## config.mk

```make
export PLATFORM = sky130hd
export DESIGN_NAME = frame_packer
export DESIGN_NICKNAME = d
export VERILOG_FILES = /design/src/rtl/trig_frame_pkg.sv /design/src/rtl/frame_timer.sv /design/src/rtl/frame_chan.sv /design/src/rtl/frame_packer.sv
export SDC_FILE = /design/constraint.sdc
export NUM_CORES = 1
export LEC_CHECK = 0
export ABC_AREA = 1
export BUFFER_PORTS_ARGS = -buffer_cell sky130_fd_sc_hd__buf_4
export CAP_MARGIN = 20
export CORE_MARGIN = 4
export CORE_UTILIZATION = 59
export DETAILED_ROUTE_END_ITERATION = 6
export PLACE_DENSITY = 0.89
export SKIP_LAST_GASP = 1
export SLEW_MARGIN = 20
export SYNTH_ARGS = -nofsm -noshare
export SYNTH_HDL_FRONTEND = slang
export SYNTH_SLANG_ARGS = --single-unit
export TNS_END_PERCENT = 5
```

## constraint.sdc

```tcl
create_clock -name clk -period 4.7 [get_ports clk]
set_clock_uncertainty 0.15 [all_clocks]
set_input_delay 1.41 -clock clk [delete_from_list [all_inputs] [get_ports clk]]
set_output_delay 1.41 -clock clk [all_outputs]
set_load 0.03 [all_outputs]
```

## src/rtl/trig_frame_pkg.sv

```systemverilog
package trig_frame_pkg;

    localparam int FRAME_CLKS = 8;
    localparam int TIME_W     = $clog2(FRAME_CLKS);

    typedef struct packed {
        logic              live;
        logic [TIME_W-1:0] cnt;
    } timer_t;

    function automatic int sum_width(input bit extended);
        return extended ? 13 : 5;
    endfunction

endpackage

```

## src/rtl/frame_timer.sv

```systemverilog
module frame_timer
    import trig_frame_pkg::*;
(
    input  logic              clk,
    input  logic              rst,
    input  logic              sync_i,
    output logic [TIME_W-1:0] period_o,
    output logic              active_o,
    output logic              fresh_o,
    output logic              done_o
);
    localparam logic [TIME_W-1:0] LAST = TIME_W'(FRAME_CLKS - 1);

    timer_t st_q, st_d;

    always_comb begin
        period_o = sync_i ? '0 : st_q.cnt;
        active_o = sync_i || st_q.live;
        fresh_o  = sync_i || (st_q.live && st_q.cnt == '0);
        done_o   = st_q.live && !sync_i && st_q.cnt == LAST;

        st_d = st_q;
        if (sync_i) begin
            st_d.live = 1'b1;
            st_d.cnt  = TIME_W'(1);
        end else if (st_q.live) begin
            st_d.cnt = (st_q.cnt == LAST) ? '0 : st_q.cnt + TIME_W'(1);
        end
    end

    always_ff @(posedge clk) begin
        if (rst) st_q <= '0;
        else     st_q <= st_d;
    end
endmodule

```

## src/rtl/frame_chan.sv

```systemverilog
module frame_chan
    import trig_frame_pkg::*;
#(
    parameter  int SUM_W   = 5,
    localparam int ENTRY_W = SUM_W + TIME_W
) (
    input  logic               clk,
    input  logic               rst,
    input  logic               active_i,
    input  logic               fresh_i,
    input  logic [TIME_W-1:0]  period_i,
    input  logic               hit_i,
    input  logic [SUM_W-1:0]   sum_i,
    output logic [ENTRY_W-1:0] entry_o
);
    logic               seen_q, seen_d;
    logic [ENTRY_W-1:0] ent_q, ent_d;

    always_comb begin
        seen_d = seen_q;
        ent_d  = ent_q;
        if (fresh_i) begin
            // first period of a frame: drop whatever the previous frame held
            seen_d = hit_i;
            ent_d  = hit_i ? {period_i, sum_i} : '0;
        end else if (active_i && hit_i && !seen_q) begin
            seen_d = 1'b1;
            ent_d  = {period_i, sum_i};
        end
    end

    assign entry_o = ent_d;

    always_ff @(posedge clk) begin
        if (rst) begin
            seen_q <= 1'b0;
            ent_q  <= '0;
        end else begin
            seen_q <= seen_d;
            ent_q  <= ent_d;
        end
    end
endmodule

```

## src/rtl/frame_packer.sv

```systemverilog
module frame_packer
    import trig_frame_pkg::*;
#(
    parameter  int NUM_CH   = 16,
    parameter  bit EXTENDED = 1'b0,
    localparam int SUM_W    = sum_width(EXTENDED),
    localparam int ENTRY_W  = SUM_W + TIME_W,
    localparam int FRAME_W  = NUM_CH * ENTRY_W
) (
    input  logic                    clk,
    input  logic                    rst,
    input  logic                    sync_i,
    input  logic [NUM_CH-1:0]       hit_i,
    input  logic [NUM_CH*SUM_W-1:0] sum_i,
    output logic [FRAME_W-1:0]      frame_o,
    output logic                    frame_valid_o
);
    logic [TIME_W-1:0] period;
    logic              active, fresh, done;
    logic [FRAME_W-1:0] frame_next;

    frame_timer u_timer (
        .clk      (clk),
        .rst      (rst),
        .sync_i   (sync_i),
        .period_o (period),
        .active_o (active),
        .fresh_o  (fresh),
        .done_o   (done)
    );

    for (genvar g = 0; g < NUM_CH; g++) begin : g_chan
        frame_chan #(.SUM_W(SUM_W)) u_chan (
            .clk      (clk),
            .rst      (rst),
            .active_i (active),
            .fresh_i  (fresh),
            .period_i (period),
            .hit_i    (hit_i[g]),
            .sum_i    (sum_i[g*SUM_W +: SUM_W]),
            .entry_o  (frame_next[g*ENTRY_W +: ENTRY_W])
        );
    end

    always_ff @(posedge clk) begin
        if (rst) begin
            frame_o       <= '0;
            frame_valid_o <= 1'b0;
        end else begin
            frame_valid_o <= done;
            if (done) frame_o <= frame_next;
        end
    end
endmodule

```

==> flow_summary.json <==
{
  "placed_cell_area_mm2": 0.01289,
  "grt_pass1_wl_um": 48140,
  "max_cap_violations": 0,
  "dieArea_mm2": 0.02118,
  "drt_first_iter_violations": 805,
  "top_usage_layer": "met2",
  "drc": 0,
  "rsz0062_at_grt": "false",
  "gp_congestion": 0.8010,
  "grt_max_degree": 132,
  "cp-end-kind": "flip-flop",
  "cts_buffers": 29,
  "final_common_cell": "nand3_1",
  "area.growth.synth_to_final_pct": 24.25,
  "grt_pass1_vias": 9887,
  "clk_latency_ns": 0.53,
  "hpwl_um": 18570,
  "nets": 1798,
  "min_path_type": "reg2reg",
  "syn_inst": 1510,
  "clk_pin_slew_ns": 0.06,
  "drive_gt1_share_pct": 18.79,
  "die_w_um": 145.5,
  "met3_usage_pct": 4.983,
  "use_met2_pct": 44.10,
  "antenna_left": 0,
  "syn_area_per_cell_um2": 7.391,
  "htreeDepth": 1,
  "cts_setup_buffers": 0,
  "timing.setup.tns_ns": 0,
  "p_leak_nw": 6.425,
  "core_mm2": 0.01864,
  "start_util_pct": 59.87,
  "synth_area_mm2": 0.01116,
  "wl_per_cell_um": 15.14,
  "pin_count": 228,
  "syn_nets": 1612,
  "antenna_found_initial": 0,
  "cp-start-kind": "input pin",
  "vias": 10765,
  "setup_viol": 0,
  "yosysWarnings": 0,
  "post_cts_resize_count": 0,
  "crit_fanout": 37,
  "vias_per_cell": 5.512,
  "status": "finished clean",
  "die_h_um": 145.5,
  "hold_viol": 0,
  "period_minus_slack_ns": 2.999,
  "drt_pass1_iterations": 5,
  "cp.arrival_ns": 3.33,
  "final_cell_mix": "nand3_1, dfxtp_1, nor2_1, buf_4, inv_1",
  "cts-root-buf": "clkbuf_16",
  "max_freq_ghz": 0.3335,
  "cts.sinks": 277,
  "tritoncts": "built",
  "yosysSeqAreaShare_pct": 49.69,
  "io_buffers": 227,
  "power.density_mw_per_mm2": 367.5,
  "ys_seq_elements": 277,
  "period_share_pct": 63.80,
  "overflow": 0,
  "required_ns": 5.03,
  "grt_use_total_pct": 26.36,
  "num_rows": 50,
  "drt-total-wl_um": 29560,
  "ctsHoldBuffers": 0,
  "grt_util_met1_pct": 34.43,
  "slew_headroom_pct": 18.94,
  "worst_pin_slew_ns": 1.215,
  "path_class": "in2reg",
  "cts_buffer_depth": 3,
  "synthDistinctLibCells": 21,
  "peakVddDrop_mv": 0.3604,
  "slew_violations": 0,
  "diodes": 0,
  "design_area_mm2": 0.01387
}
-- power by group --
group / switching [mW] / total (mW) / leakage [nW] / internal [mW]
logic: 0.254 / 0.381 / 3.69 / 0.127
clock network: 0.922 / 2.29 / 0.489 / 1.37
registers: 0.0216 / 2.42 / 2.25 / 2.40
total: 1.20 / 5.10 / 6.42 / 3.90
-- routing by layer --
metal | wire, um | vias up
li1 | - | 5303
met1 | 11840 | 4949
met3 | 2371 | 63
met4 | 927 | 0
met2 | 14420 | 450
met5 | 0 | -
-- sequential cells by signal, summed over array words and instances, names as in the netlist --
signal                cells
u_timer.st_q              4
g_chan.u_chan.ent_q     128
frame_valid_o             1
frame_o                 128
g_chan.u_chan.seen_q     16
-- path summary, 6_finish.rpt --
check	start	slack, ns	cells after the start	to
max	sync_i	1.70	9	frame_o[22]$_SDFFE_PP0P_
min	g_chan[4].u_chan.ent_q[5]$_SDFF_PP0_	0.33	2	g_chan[4].u_chan.ent_q[5]$_SDFF_PP0_
max reg2reg	u_timer.st_q[0]$_SDFFE_PP0P_	2.17	8	frame_o[72]$_SDFFE_PP0P_
min reg2reg	g_chan[4].u_chan.ent_q[5]$_SDFF_PP0_	0.33	2	g_chan[4].u_chan.ent_q[5]$_SDFF_PP0_
-- worst max-delay path, cell delays in order --
cell and delay [ns]:
buf_4 0.14, inv_2 0.15, nand2_2 0.35, nand2_4 0.36, buf_4 0.47, nand3_1 0.21
nand3_1 0.12, nand2_1 0.06, inv_1 0.05
-- Yosys cell counts, drive strengths merged --
cell type,number,area share [%]
nand3b,1,0.067
inv,167,5.6
o21ai,16,0.72
nand2,138,4.7
nor2,280,9.7
a211oi,2,0.13
clkbuf,36,1.2
dfxtp,277,50
buf,45,2.4
ha,3,0.34
nand3,400,19
a21oi,145,6.5
-- metrics by stage --
| step | hold slack, ns | utilization, % | instances | setup slack, ns | power, mW |
|---|---|---|---|---|---|
| after floorplan | 0.3050 | - | 1510 | 2.087 | 2.710 |
| after global placement | 0.3102 | 69.17 | 1899 | 1.315 | 2.836 |
| after detailed placement | 0.3190 | 69.17 | 1899 | 1.214 | 2.847 |
| after global routing | 0.3448 | 74.38 | 1953 | 1.587 | 5.271 |
| after CTS | 0.3268 | 74.38 | 1953 | 1.767 | 5.117 |
| final | 0.3263 | 74.38 | 1953 | 1.701 | 5.096 |
-- cells by family after synthesis --
family          count (synthesis)  synth area share, %
fa+ha+maj                       3               0.3364
flops                         277                49.69
simple gates                  819                33.43
compound gates                163                7.354
buf+inv                       248                9.193
-- final cells by class --
cell class / instances / area [um^2]
Tap cell: 234 / 292.8
Clock buffer: 42 / 854.6
Clock inverter: 12 / 117.6
Multi-Input combinational cell: 985 / 4599
Sequential cell: 277 / 5545
Inverter: 167 / 631.9
Timing Repair Buffer: 236 / 1826
Fill cell: 1364 / 4776
(Power assumes the default switching activity.)
